`config.mk`:
```
export PLATFORM = sky130hd
export DESIGN_NAME = slot_share_arbiter
export DESIGN_NICKNAME = d
export VERILOG_FILES = /design/src/rtl/slot_arb_pkg.sv /design/src/rtl/slot_wheel.sv /design/src/rtl/rr_picker.sv /design/src/rtl/slot_share_arbiter.sv
export SDC_FILE = /design/constraint.sdc
export NUM_CORES = 1
export LEC_CHECK = 0
export BUFFER_PORTS_ARGS = -buffer_cell sky130_fd_sc_hd__buf_2
export CORE_AREA = 2 2 42 44
export CTS_CLUSTER_SIZE = 28
export DETAILED_ROUTE_END_ITERATION = 6
export DIE_AREA = 0 0 44 46
export PLACE_DENSITY_LB_ADDON = 0.25
export SLEW_MARGIN = 20
export SYNTH_ARGS = -nofsm -noshare
export SYNTH_HDL_FRONTEND = slang
export SYNTH_HIERARCHICAL = 1
export SYNTH_SLANG_ARGS = --single-unit
```
`constraint.sdc`:
```
create_clock -name clk -period 2.7 [get_ports clk]
set_clock_uncertainty 0.05 [all_clocks]
set_input_delay 0.54 -clock clk [delete_from_list [all_inputs] [get_ports clk]]
set_output_delay 0.54 -clock clk [all_outputs]
set_load 0.005 [all_outputs]
```
`src/rtl/slot_arb_pkg.sv`:
```
package slot_arb_pkg;

    localparam int unsigned MAX_M    = 32;
    localparam int unsigned IDX_BITS = $clog2(MAX_M);

    typedef logic [MAX_M-1:0] mvec_t;

    typedef struct packed {
        logic                hit;
        logic [IDX_BITS-1:0] idx;
    } pick_t;

    // Scan n request bits upward from 'start', wrapping; return the first one set.
    function automatic pick_t first_from(input mvec_t rq, input int unsigned start,
                                         input int unsigned n);
        pick_t r;
        r.hit = 1'b0;
        r.idx = '0;
        for (int unsigned i = 0; i < MAX_M; i++) begin
            int unsigned m;
            m = (start + i) % n;
            if (i < n && !r.hit && rq[m]) begin
                r.hit = 1'b1;
                r.idx = IDX_BITS'(m);
            end
        end
        return r;
    endfunction

endpackage

```
`src/rtl/slot_wheel.sv`:
```
module slot_wheel
    import slot_arb_pkg::*;
#(
    parameter int unsigned N_SLOTS     = 8,
    parameter int unsigned SLOT_CYCLES = 4,
    parameter int unsigned IW          = 2,
    parameter logic [N_SLOTS*IW-1:0] SLOT_MAP = '0
) (
    input  logic          clk,
    input  logic          rst,
    output logic [IW-1:0] owner
);
    localparam int unsigned CW = (SLOT_CYCLES > 1) ? $clog2(SLOT_CYCLES) : 1;
    localparam int unsigned SW = (N_SLOTS > 1) ? $clog2(N_SLOTS) : 1;
    localparam logic [CW-1:0] LAST_CYC  = CW'(SLOT_CYCLES - 1);
    localparam logic [SW-1:0] LAST_SLOT = SW'(N_SLOTS - 1);

    logic [CW-1:0] cyc_q;
    logic [SW-1:0] slot_q;
    logic [IW-1:0] tbl [N_SLOTS];

    for (genvar k = 0; k < N_SLOTS; k++) begin : g_tbl
        assign tbl[k] = SLOT_MAP[k*IW +: IW];
    end

    always_ff @(posedge clk) begin
        if (rst) begin
            cyc_q  <= '0;
            slot_q <= '0;
        end else if (cyc_q == LAST_CYC) begin
            cyc_q  <= '0;
            slot_q <= (slot_q == LAST_SLOT) ? '0 : slot_q + 1'b1;
        end else begin
            cyc_q <= cyc_q + 1'b1;
        end
    end

    assign owner = tbl[slot_q];


    slot_hold_chk: assert property (@(posedge clk) disable iff (rst)
        (cyc_q != LAST_CYC) |=> $stable(slot_q));


    slot_wrap_chk: assert property (@(posedge clk) disable iff (rst)
        (cyc_q == LAST_CYC && slot_q == LAST_SLOT) |=> (slot_q == '0));

endmodule

```
`src/rtl/rr_picker.sv`:
```
module rr_picker
    import slot_arb_pkg::*;
#(
    parameter int unsigned N  = 4,
    parameter int unsigned IW = 2
) (
    input  logic         clk,
    input  logic         rst,
    input  logic [N-1:0] cand,
    input  logic         take,
    output logic [N-1:0] pick,
    output logic         any
);
    logic [IW-1:0] ptr_q;
    logic [IW-1:0] ptr_nxt;
    mvec_t         ext;
    pick_t         p;

    always_comb begin
        ext        = '0;
        ext[N-1:0] = cand;
        p          = first_from(ext, int'(ptr_q), N);
        any        = p.hit;
        for (int i = 0; i < N; i++) begin
            pick[i] = p.hit && (p.idx == IDX_BITS'(i));
        end
        if (p.idx == IDX_BITS'(N - 1)) ptr_nxt = '0;
        else                           ptr_nxt = IW'(p.idx + 1'b1);
    end

    always_ff @(posedge clk) begin
        if (rst)              ptr_q <= '0;
        else if (take && any) ptr_q <= ptr_nxt;
    end


    ptr_idle_chk: assert property (@(posedge clk) disable iff (rst)
        !take |=> $stable(ptr_q));

endmodule

```
`src/rtl/slot_share_arbiter.sv`:
```
module slot_share_arbiter
    import slot_arb_pkg::*;
#(
    parameter int unsigned N_MASTERS   = 4,
    parameter int unsigned N_SLOTS     = 8,
    parameter int unsigned SLOT_CYCLES = 4,
    parameter int unsigned IW          = (N_MASTERS > 1) ? $clog2(N_MASTERS) : 1,
    parameter logic [N_SLOTS*IW-1:0] SLOT_MAP = 16'hB484
) (
    input  logic                 clk,
    input  logic                 rst,
    input  logic [N_MASTERS-1:0] req,
    output logic [N_MASTERS-1:0] grant
);
    logic [IW-1:0]        owner;
    logic [N_MASTERS-1:0] own_vec;
    logic [N_MASTERS-1:0] rr_pick;
    logic                 rr_any;
    logic                 owner_req;
    logic                 rr_take;

    slot_wheel #(
        .N_SLOTS    (N_SLOTS),
        .SLOT_CYCLES(SLOT_CYCLES),
        .IW         (IW),
        .SLOT_MAP   (SLOT_MAP)
    ) u_wheel (
        .clk  (clk),
        .rst  (rst),
        .owner(owner)
    );

    always_comb begin
        for (int i = 0; i < N_MASTERS; i++) begin
            own_vec[i] = (owner == IW'(i));
        end
    end

    assign owner_req = |(req & own_vec);
    assign rr_take   = !rst && !owner_req;

    rr_picker #(
        .N (N_MASTERS),
        .IW(IW)
    ) u_rr (
        .clk (clk),
        .rst (rst),
        .cand(req),
        .take(rr_take),
        .pick(rr_pick),
        .any (rr_any)
    );

    always_comb begin
        if (rst)            grant = '0;
        else if (owner_req) grant = own_vec;
        else                grant = rr_pick;
    end


    grant_onehot_chk: assert property (@(posedge clk) disable iff (rst)
        $onehot0(grant));


    grant_needs_req_chk: assert property (@(posedge clk) disable iff (rst)
        (grant & ~req) == '0);


    no_idle_slot_chk: assert property (@(posedge clk) disable iff (rst)
        (|req) |-> (|grant));


    owner_wins_chk: assert property (@(posedge clk) disable iff (rst)
        owner_req |-> ((grant & own_vec) != '0));

endmodule

```
==> flow_summary.ini, run 1 <==
[global_route]
grt_pass1_wl_um = 2150
grt_max_degree = 14
grt_antenna_before_repair = 0
grt_pass1_vias = 509
grt_usage_pct = 14.7
overflow = 0

[drt]
firstDrtPassIters = 4
wl_per_cell_um = 11.7
drc_errors = 0
antenna_left = 0
viasPerCell = 5.43
detail_route.iter0.violations = 2
vias = 597
wl_um = 1290

[sta]
drv_slew = 0
timing.final.crit_share_pct = 96.8
report.final.hold_viol_count = 0
tightest_slew_ns = 0.283
fin_crit_ns = 2.61
fmax_mhz = 383
grt_setup_unrepaired = true
finalWorstSetupSlack_ns = 0.0864
holdWs_ns = 0.375
max_slew_margin_pct = 81.1
setup_viol = 0

[clocking]
cts_tree = built
cts_buffer_depth = 2
clock-sinks = 7
insertion_delay_ns = 0.25
clk_root_buffer_cell = clkbuf_4
clkSlewWorstSetupHoldPaths_ns = 0.05
cts_made_buffers = 3
htree_levels = 1

[power_and_ir_drop]
seqPwrFrac_pct = 38.2
p_leak_nw = 0.330
comb_power_share_pct = 31.3
swShare_pct = 29.5
switchingPower_w = 0.0000907
p_int_w = 0.000216
clockPowerShare_pct = 30.5
vdd_ir_drop_max_mv = 0.293
power.density_nw_per_um2 = 382

[floorplanning]
die_w_um = 44
core_um2 = 1610
start_util_pct = 41.0
dieArea_um2 = 2020
ioPinCount = 10
std_cell_rows = 15
die_h_um = 46

[hold_path]
hp-class = register to register

[run_status]
outcome = complete, no violations

[yosys]
synthCells = 77
avgSynthCellArea_um2 = 8.60
syn_nets = 91
synth_area_um2 = 662
yosysWarnings = 6

[critical_path]
critPathRequiredTime_ns = 2.11
cp_slowest_cell = and2b_2
cpPeakStageDelay_ns = 0.19
arrival_ns = 2.02
end_kind = output port
critical_path.max_fanout = 7
crit_chain = buf_4 > mux2i_1 > nor2_1 > nor3_2 > inv_1 > ha_2 > and2b_2 > a21boi_2 > o21bai_1 > a21oi_1 > buf_2
worstSetupStartpointType = input port
critPathKind = input port to output port

[placement]
io_buffers = 9
gp_routability_congestion = 0.828
hpwl_um = 958
preCtsSetupSlack_ns = -0.0170

[layout]
final.fill_count = 170
syn2layout_area_growth_pct = 21.6
final_layout_size_suffix_gt1_share_pct = 33.3
fin_nets = 108
multi_input_area_um2 = 507
n_antenna_cell = 0
final_cell_mix = buf_2 (7), ha_1 (7), buf_4 (6), dfxtp_1 (6)
regArea_um2 = 144

[flow_run]
drv_cap = 0
## power by group through the flow
stage                     Combinational, W  Sequential [W]  Clock [W]
after floorplan                  0.0000572        0.000118          0
after global placement           0.0000872        0.000119          0
after detailed placement         0.0000878        0.000119          0
after CTS                        0.0000896        0.000117  0.0000975
after global routing              0.000109        0.000118   0.000104
final                            0.0000961        0.000117  0.0000938
## registers in the layout (all words and copies together) (netlist names)
signal and count:
u_rr/ptr_q 2, u_wheel/cyc_q 2, u_wheel/slot_q 3
## stage by stage
stage	total power [W]	util (%)	cell area (um2)	std cells	TNS (ns)
after floorplan	0.000175	-	662	77	0
after global placement	0.000206	46.3	747	105	0
after detailed placement	0.000207	46.3	747	105	-0.0170
after CTS	0.000305	48.3	779	109	0
after global routing	0.000331	49.8	805	110	-0.0112
final	0.000307	49.8	805	110	0
## critical path, delay by kind of cell
| family | cells | cell delay, ns |
|---|---|---|
| compound gates | 3 | 0.38 |
| fa+ha+maj | 1 | 0.17 |
| buf+inv | 3 | 0.36 |
| mux | 1 | 0.14 |
| simple gates | 3 | 0.42 |
## layer usage
metal	vias to the layer above	wire (um)	GRT usage, %
met5	-	0	0
met4	0	0	9.70
met3	0	38	3.57
met2	8	611	22.1
met1	278	639	18.7
li1	311	-	-
## area by class of cell
class / count / share of cell area (%)
Multi-Input combinational cell: 63 / 63.0
Clock buffer: 4 / 3.27
Tap cell: 17 / 2.64
Timing Repair Buffer: 14 / 10.9
Sequential cell: 7 / 17.9
Inverter: 5 / 2.33
## path summary, 6_finish.rpt
kind | start | to | slack [ns] | cells after the start
worst max register to register | u_wheel/slot_q[0] | u_rr/ptr_q[1] | 0.56 | 8
worst min register to register | u_wheel/cyc_q[0] | u_wheel/cyc_q[0] | 0.37 | 1
worst min-delay path | u_wheel/cyc_q[0] | u_wheel/cyc_q[0] | 0.37 | 1
worst max-delay path | req[0] | grant[0] | 0.09 | 11
## timing repair
action / CTS / global route
endpoints found under the setup margin: 1 / 2
hold buffers: 0 / 0
hold endpoints to repair: 0 / 0
buffers inserted: 0 / 1
pin swaps: 0 / 8
gates resized for setup: 2 / 9
Note: power is estimated with default switching activity, not from simulation.
==> run 2, diff against run 1 <==
--- a/config.mk
+++ b/config.mk
@@ -5,11 +5,12 @@
 export SDC_FILE = /design/constraint.sdc
 export NUM_CORES = 1
 export LEC_CHECK = 0
+export ABC_AREA = 1
 export BUFFER_PORTS_ARGS = -buffer_cell sky130_fd_sc_hd__buf_2
-export CORE_AREA = 2 2 42 44
+export CORE_AREA = 2 2 46 48
 export CTS_CLUSTER_SIZE = 28
 export DETAILED_ROUTE_END_ITERATION = 6
-export DIE_AREA = 0 0 44 46
+export DIE_AREA = 0 0 48 50
 export PLACE_DENSITY_LB_ADDON = 0.25
 export SLEW_MARGIN = 20
 export SYNTH_ARGS = -nofsm -noshare
==> flow_summary.ini, run 2 <==
[layout]
final_layout_size_suffix_gt1_share_pct = 36.7
syn2layout_area_growth_pct = 28.9
layout_commonest_cell = nand2_1
reg_top3 = u_wheel/slot_q (3), u_rr/ptr_q (2), u_wheel/cyc_q (2)
n_antenna_cell = 0
largest_register_ff_count = 3
final_cell_mix = nand2_1 (40), inv_1 (20), nand2_2 (15)
fin_nets = 173
design_area_um2 = 1030
regMostFlops = u_wheel/slot_q

[yosys]
synth_common_cells = nand2_1 (49), inv_1 (23), nand2_2 (10), nand3_1 (10), nor2_1 (9)
synth.distinct_cells = 19
syn_nets = 152
yosys.area.top_type_share_pct = 23.0
synth-seq-area-share_pct = 17.5
synthArstFlopShare_pct = 0
avgSynthCellArea_um2 = 5.80
yosys.area.top_type = nand2_1
synth_area_um2 = 801
synth_edf_count = 0
yosysWarnings = 6
synth_ff_type = dfxtp_1
ys_ff_latch = 7
synth.area.top_cells = nand2_1 (23%), dfxtp_1 (18%), ha_1 (13%)
synthCells = 138
synth.most_common_cell = nand2_1

[power_and_ir_drop]
p_leak_nw = 0.581
vdd_ir_drop_max_mv = 0.266
power.density_nw_per_um2 = 523

[clocking]
clock-sinks = 7
clk_root_buffer_cell = clkbuf_4
cts_buffer_depth = 2
ctsHoldBuffers = 0
insertion_delay_ns = 0.25
clkSlewWorstSetupHoldPaths_ns = 0.05
htree_levels = 1
cts_made_buffers = 3
cts_tree = built

[hold_path]
hp-class = register to register
hold_start = u_wheel/cyc_q[0]

[critical_path]
r2r_cells = 12
timing.rr.end = u_rr/ptr_q[1]
critPathKind = register to output port
critPathRequiredTime_ns = 2.11
reg2reg_slack_ns = 0.78
reg2reg_from = u_rr/ptr_q[0]
worstSetupStartpointType = register
worstSetupEndpoint = grant[2]
arrival_ns = 2.06
end_kind = output port
critical_path.max_fanout = 5
critPathLaunch = u_rr/ptr_q[0]

[floorplanning]
core_um2 = 1900
die_h_um = 50
std_cell_rows = 16
die_w_um = 48
ioPinCount = 10
dieArea_um2 = 2400
start_util_pct = 42.1

[global_route]
grt_pass1_vias = 737
grt_usage_pct = 17.3
grt_max_degree = 11
grt_pass1_wl_um = 3040
overflow = 0
grt_antenna_before_repair = 0

[drt]
viasPerCell = 4.69
firstDrtPassIters = 4
wl_per_cell_um = 10.4
drc_errors = 0
wl_um = 1920
vias = 867
detail_route.iter0.violations = 7
antenna_left = 0

[sta]
tightest_slew_ns = 0.462
report.final.hold_viol_count = 0
fmax_mhz = 377
grt_setup_unrepaired = true
timing.final.crit_share_pct = 98.3
setup_viol = 0
drv_slew = 0
tns_ns = 0
fin_crit_ns = 2.65
max_slew_margin_pct = 68.9

[flow_run]
drv_cap = 0

[placement]
gp_routability_congestion = 0.862
placed_area_um2 = 891
io_buffers = 9
hpwl_um = 1370

[run_status]
outcome = complete, no violations
run 2: where the power goes:
group	internal, W	switching, W	total, W
Clock	0.0000563	0.0000378	0.0000941
Sequential	0.000115	0.0000126	0.000128
Combinational	0.000127	0.000190	0.000318
Total	0.000299	0.000241	0.000539
run 2: kinds of logic after synthesis:
kind of cell / share of synthesized area, %
simple gates: 48.0
fa+ha+maj: 12.5
buf+inv: 13.6
compound gates: 8.44
flops: 17.5
run 2: worst min-delay path by stage:
stage / end / slack (ns) / cells after the start
final: u_wheel/cyc_q[0] / 0.37 / 1
after global routing: u_wheel/cyc_q[0] / 0.40 / 1
after CTS: u_wheel/cyc_q[0] / 0.37 / 1
after detailed placement: u_wheel/cyc_q[0] / 0.37 / 1
after global placement: u_wheel/cyc_q[0] / 0.35 / 1
after floorplan: u_wheel/cyc_q[0] / 0.35 / 1
run 2: critical path: stages, from the launching register on:
cell     delay, ns
dfxtp_4       0.36
buf_6         0.14
nand2_1       0.05
nand2_1       0.07
nand2_2       0.08
nand2_2       0.07
nor2_4        0.12
buf_4         0.12
nand3_4       0.06
nand2_2       0.09
nand2_4       0.07
inv_2         0.06
ha_2          0.15
nand2_1       0.05
inv_1         0.04
nand2_1       0.04
a21oi_1       0.11
buf_2         0.12
run 2: what timing repair did:
item                       in CTS  in global routing
setup buffers                   0                  4
setup endpoints to repair       4                  4
resized for setup               3                 27
gates cloned                    0                  1
pin swaps                       0                  8
run 2: metrics by stage:
step	setup slack [ns]	hold WS (ns)	power, W	util [%]	std cells
2_1_floorplan	0.402	0.347	0.000325	-	138
3_3_place_gp	0.0597	0.354	0.000377	46.8	176
3_5_place_dp	0.000667	0.365	0.000382	46.8	176
4_1_cts	0.0177	0.372	0.000485	48.7	180
5_1_grt	-0.116	0.403	0.000593	54.3	185
6_report	0.0459	0.371	0.000539	54.3	185
run 2: area by class of cell:
type | instances | area (um2)
Fill cell | 188 | 870
Tap cell | 27 | 33.8
Sequential cell | 7 | 148
Clock buffer | 4 | 26.3
Inverter | 26 | 103
Timing Repair Buffer | 17 | 109
Multi-Input combinational cell | 104 | 613
run 2: routing by layer:
layer,track usage (%),share of wire [%],up-vias
li1,-,-,458
met1,23.0,47,384
met2,26.0,46,16
met3,4.40,4.1,9
met4,6.76,3.0,0
met5,0,0,-
==> run 3, diff against run 2 <==
--- a/config.mk
+++ b/config.mk
@@ -7,10 +7,10 @@
 export LEC_CHECK = 0
 export ABC_AREA = 1
 export BUFFER_PORTS_ARGS = -buffer_cell sky130_fd_sc_hd__buf_2
-export CORE_AREA = 2 2 46 48
+export CORE_AREA = 2 2 49 51
 export CTS_CLUSTER_SIZE = 28
 export DETAILED_ROUTE_END_ITERATION = 6
-export DIE_AREA = 0 0 48 50
+export DIE_AREA = 0 0 51 53
 export PLACE_DENSITY_LB_ADDON = 0.25
 export SLEW_MARGIN = 20
 export SYNTH_ARGS = -nofsm -noshare
==> constraint.sdc (replaced) <==
create_clock -name clk -period 3 [get_ports clk]
set_clock_uncertainty 0.05 [all_clocks]
set_input_delay 0.6 -clock clk [delete_from_list [all_inputs] [get_ports clk]]
set_output_delay 0.6 -clock clk [all_outputs]
set_load 0.005 [all_outputs]
==> flow_summary.ini, run 3 (synthesis results as in run 2) <==
[run_status]
outcome = complete, no violations

[power_and_ir_drop]
p_leak_nw = 0.525
p_int_w = 0.000237
power.density_nw_per_um2 = 462
finalPower_w = 0.000421
vdd_ir_drop_max_mv = 0.207
switchingPower_w = 0.000184
comb_power_share_pct = 53.5
clockPowerShare_pct = 19.6
swShare_pct = 43.8
seqPwrFrac_pct = 26.9

[clocking]
clock-sinks = 7
cts_tree = built
cts_setup_buffers = 0
htree_levels = 1
cts_made_buffers = 3
cts_buffer_depth = 2
insertion_delay_ns = 0.24
clk_root_buffer_cell = clkbuf_4
clkSlewWorstSetupHoldPaths_ns = 0.05

[floorplanning]
die_w_um = 51
core_um2 = 2150
die_h_um = 53
start_util_pct = 37.3
dieArea_um2 = 2700
std_cell_rows = 17
ioPinCount = 10

[sta]
holdWs_ns = 0.371
setup_viol = 0
fin_crit_ns = 2.79
fmax_mhz = 359
timing.final.crit_share_pct = 92.8
grt_setup_unrepaired = true
finalWorstSetupSlack_ns = 0.215
report.final.hold_viol_count = 0
drv_slew = 0
tightest_slew_ns = 0.464
max_slew_margin_pct = 68.8

[global_route]
grt_usage_pct = 14.0
grt_max_degree = 10
grt_pass1_vias = 742
grt_antenna_before_repair = 0
grt_pass1_wl_um = 2860
overflow = 0

[layout]
syn2layout_area_growth_pct = 13.9
largest_register_ff_count = 3
layout_commonest_cell = nand2_1
fin_nets = 166
design_area_um2 = 912
n_antenna_cell = 0
final_layout_size_suffix_gt1_share_pct = 23.2
instances_no_fill = 179
final_cell_mix = nand2_1 (49), inv_1 (23), nand3_1 (10), nand2_2 (10)
regMostFlops = u_wheel/slot_q
final.fill_count = 236
reg_top3 = u_wheel/slot_q (3), u_rr/ptr_q (2), u_wheel/cyc_q (2)

[critical_path]
crit_chain = buf_2 > inv_1 > nand2_2 > nand3_1 > nand2_2 > nor2_4 > nand3b_1 > nand3_1 > o21ai_2 > inv_1 > ha_1 > nand2_1 > inv_1 > nand2_1 > a21oi_1 > buf_2
end_kind = output port
crit_path_frequent_cell = inv_1
crit_family = simple AND/OR/NAND/NOR gates
cpPeakStageDelay_ns = 0.15
arrival_ns = 2.14
critPathRequiredTime_ns = 2.35
worstSetupStartpointType = input port
critical_path.max_fanout = 3
cp_num_buf_inv = 5
critPathKind = input port to output port
cp_slowest_cell = nor2_4

[drt]
antenna_left = 0
detail_route.iter0.violations = 7
vias = 830
firstDrtPassIters = 4
wl_per_cell_um = 8.92
wl_um = 1600
viasPerCell = 4.64
drc_errors = 0

[placement]
hpwl_um = 1370
placed_area_um2 = 877
preCtsSetupSlack_ns = 0.209
post-place-cells = 175
gp_routability_congestion = 0.870
io_buffers = 9

[flow_run]
drv_cap = 0

[hold_path]
hp-class = register to register
run 3: cell types whose count changed in the layout (fill, tap and decap cells not counted), moves of 3 or more:
cell	previous run	this run
nand2_2	15	10
nand2_4	4	0
buf_4	7	1
nand2_1	40	49
inv_1	20	23
run 3: power by group through the flow:
stage               Sequential [W]   Clock, W  Combinational (W)
finish                    0.000113  0.0000824           0.000225
global route              0.000115  0.0000953           0.000267
CTS                       0.000112  0.0000883           0.000224
detailed placement        0.000114          0           0.000222
global placement          0.000114          0           0.000221
floorplan                 0.000111          0           0.000182
run 3: stage by stage:
step	utilization [%]	setup TNS, ns
global route	42.5	-0.0278
detailed placement	40.8	0
global placement	40.8	0
CTS	42.1	0
floorplan	-	0
finish	42.5	0
run 3: area by class of cell:
| type | count | area, um2 | area share, % |
|---|---|---|---|
| Tap cell | 28 | 35.0 | 3.84 |
| Sequential cell | 7 | 145 | 15.9 |
| Clock buffer | 4 | 26.3 | 2.88 |
| Inverter | 26 | 97.6 | 10.7 |
| Timing Repair Buffer | 10 | 52.6 | 5.76 |
| Multi-Input combinational cell | 104 | 556 | 60.9 |
run 3: layer usage:
layer  GRT usage [%]  part of all wire (%)  up-vias
met5               0                     0        -
met2            24.9                    53        5
met1            16.2                    45      376
li1                -                     -      449
met3            3.39                   2.3        0
met4            5.41                     0        0
run 3: worst reg2reg max path, cell delays in order, from the launching register on:
cell and delay [ns]:
dfxtp_4 0.37, buf_4 0.15, nand2_2 0.06, nand3_1 0.12, nand2_2 0.09, nor2_4 0.15
nand3b_1 0.13, o21ai_2 0.18, inv_1 0.08, ha_1 0.27, o21ai_1 0.14, nor2_1 0.05
run 3: worst paths after layout:
kind                                        from               end  slack, ns  cells after the start
worst max-delay path                      req[3]          grant[3]       0.21                     16
worst min-delay path            u_wheel/cyc_q[0]  u_wheel/cyc_q[0]       0.37                      1
worst max register to register     u_rr/ptr_q[0]     u_rr/ptr_q[1]       1.04                     11
worst min register to register  u_wheel/cyc_q[0]  u_wheel/cyc_q[0]       0.37                      1
run 3: repair_timing:
action,in CTS,in global routing
resized for setup,0,5
endpoints found under the setup margin,0,4
hold buffers,0,0
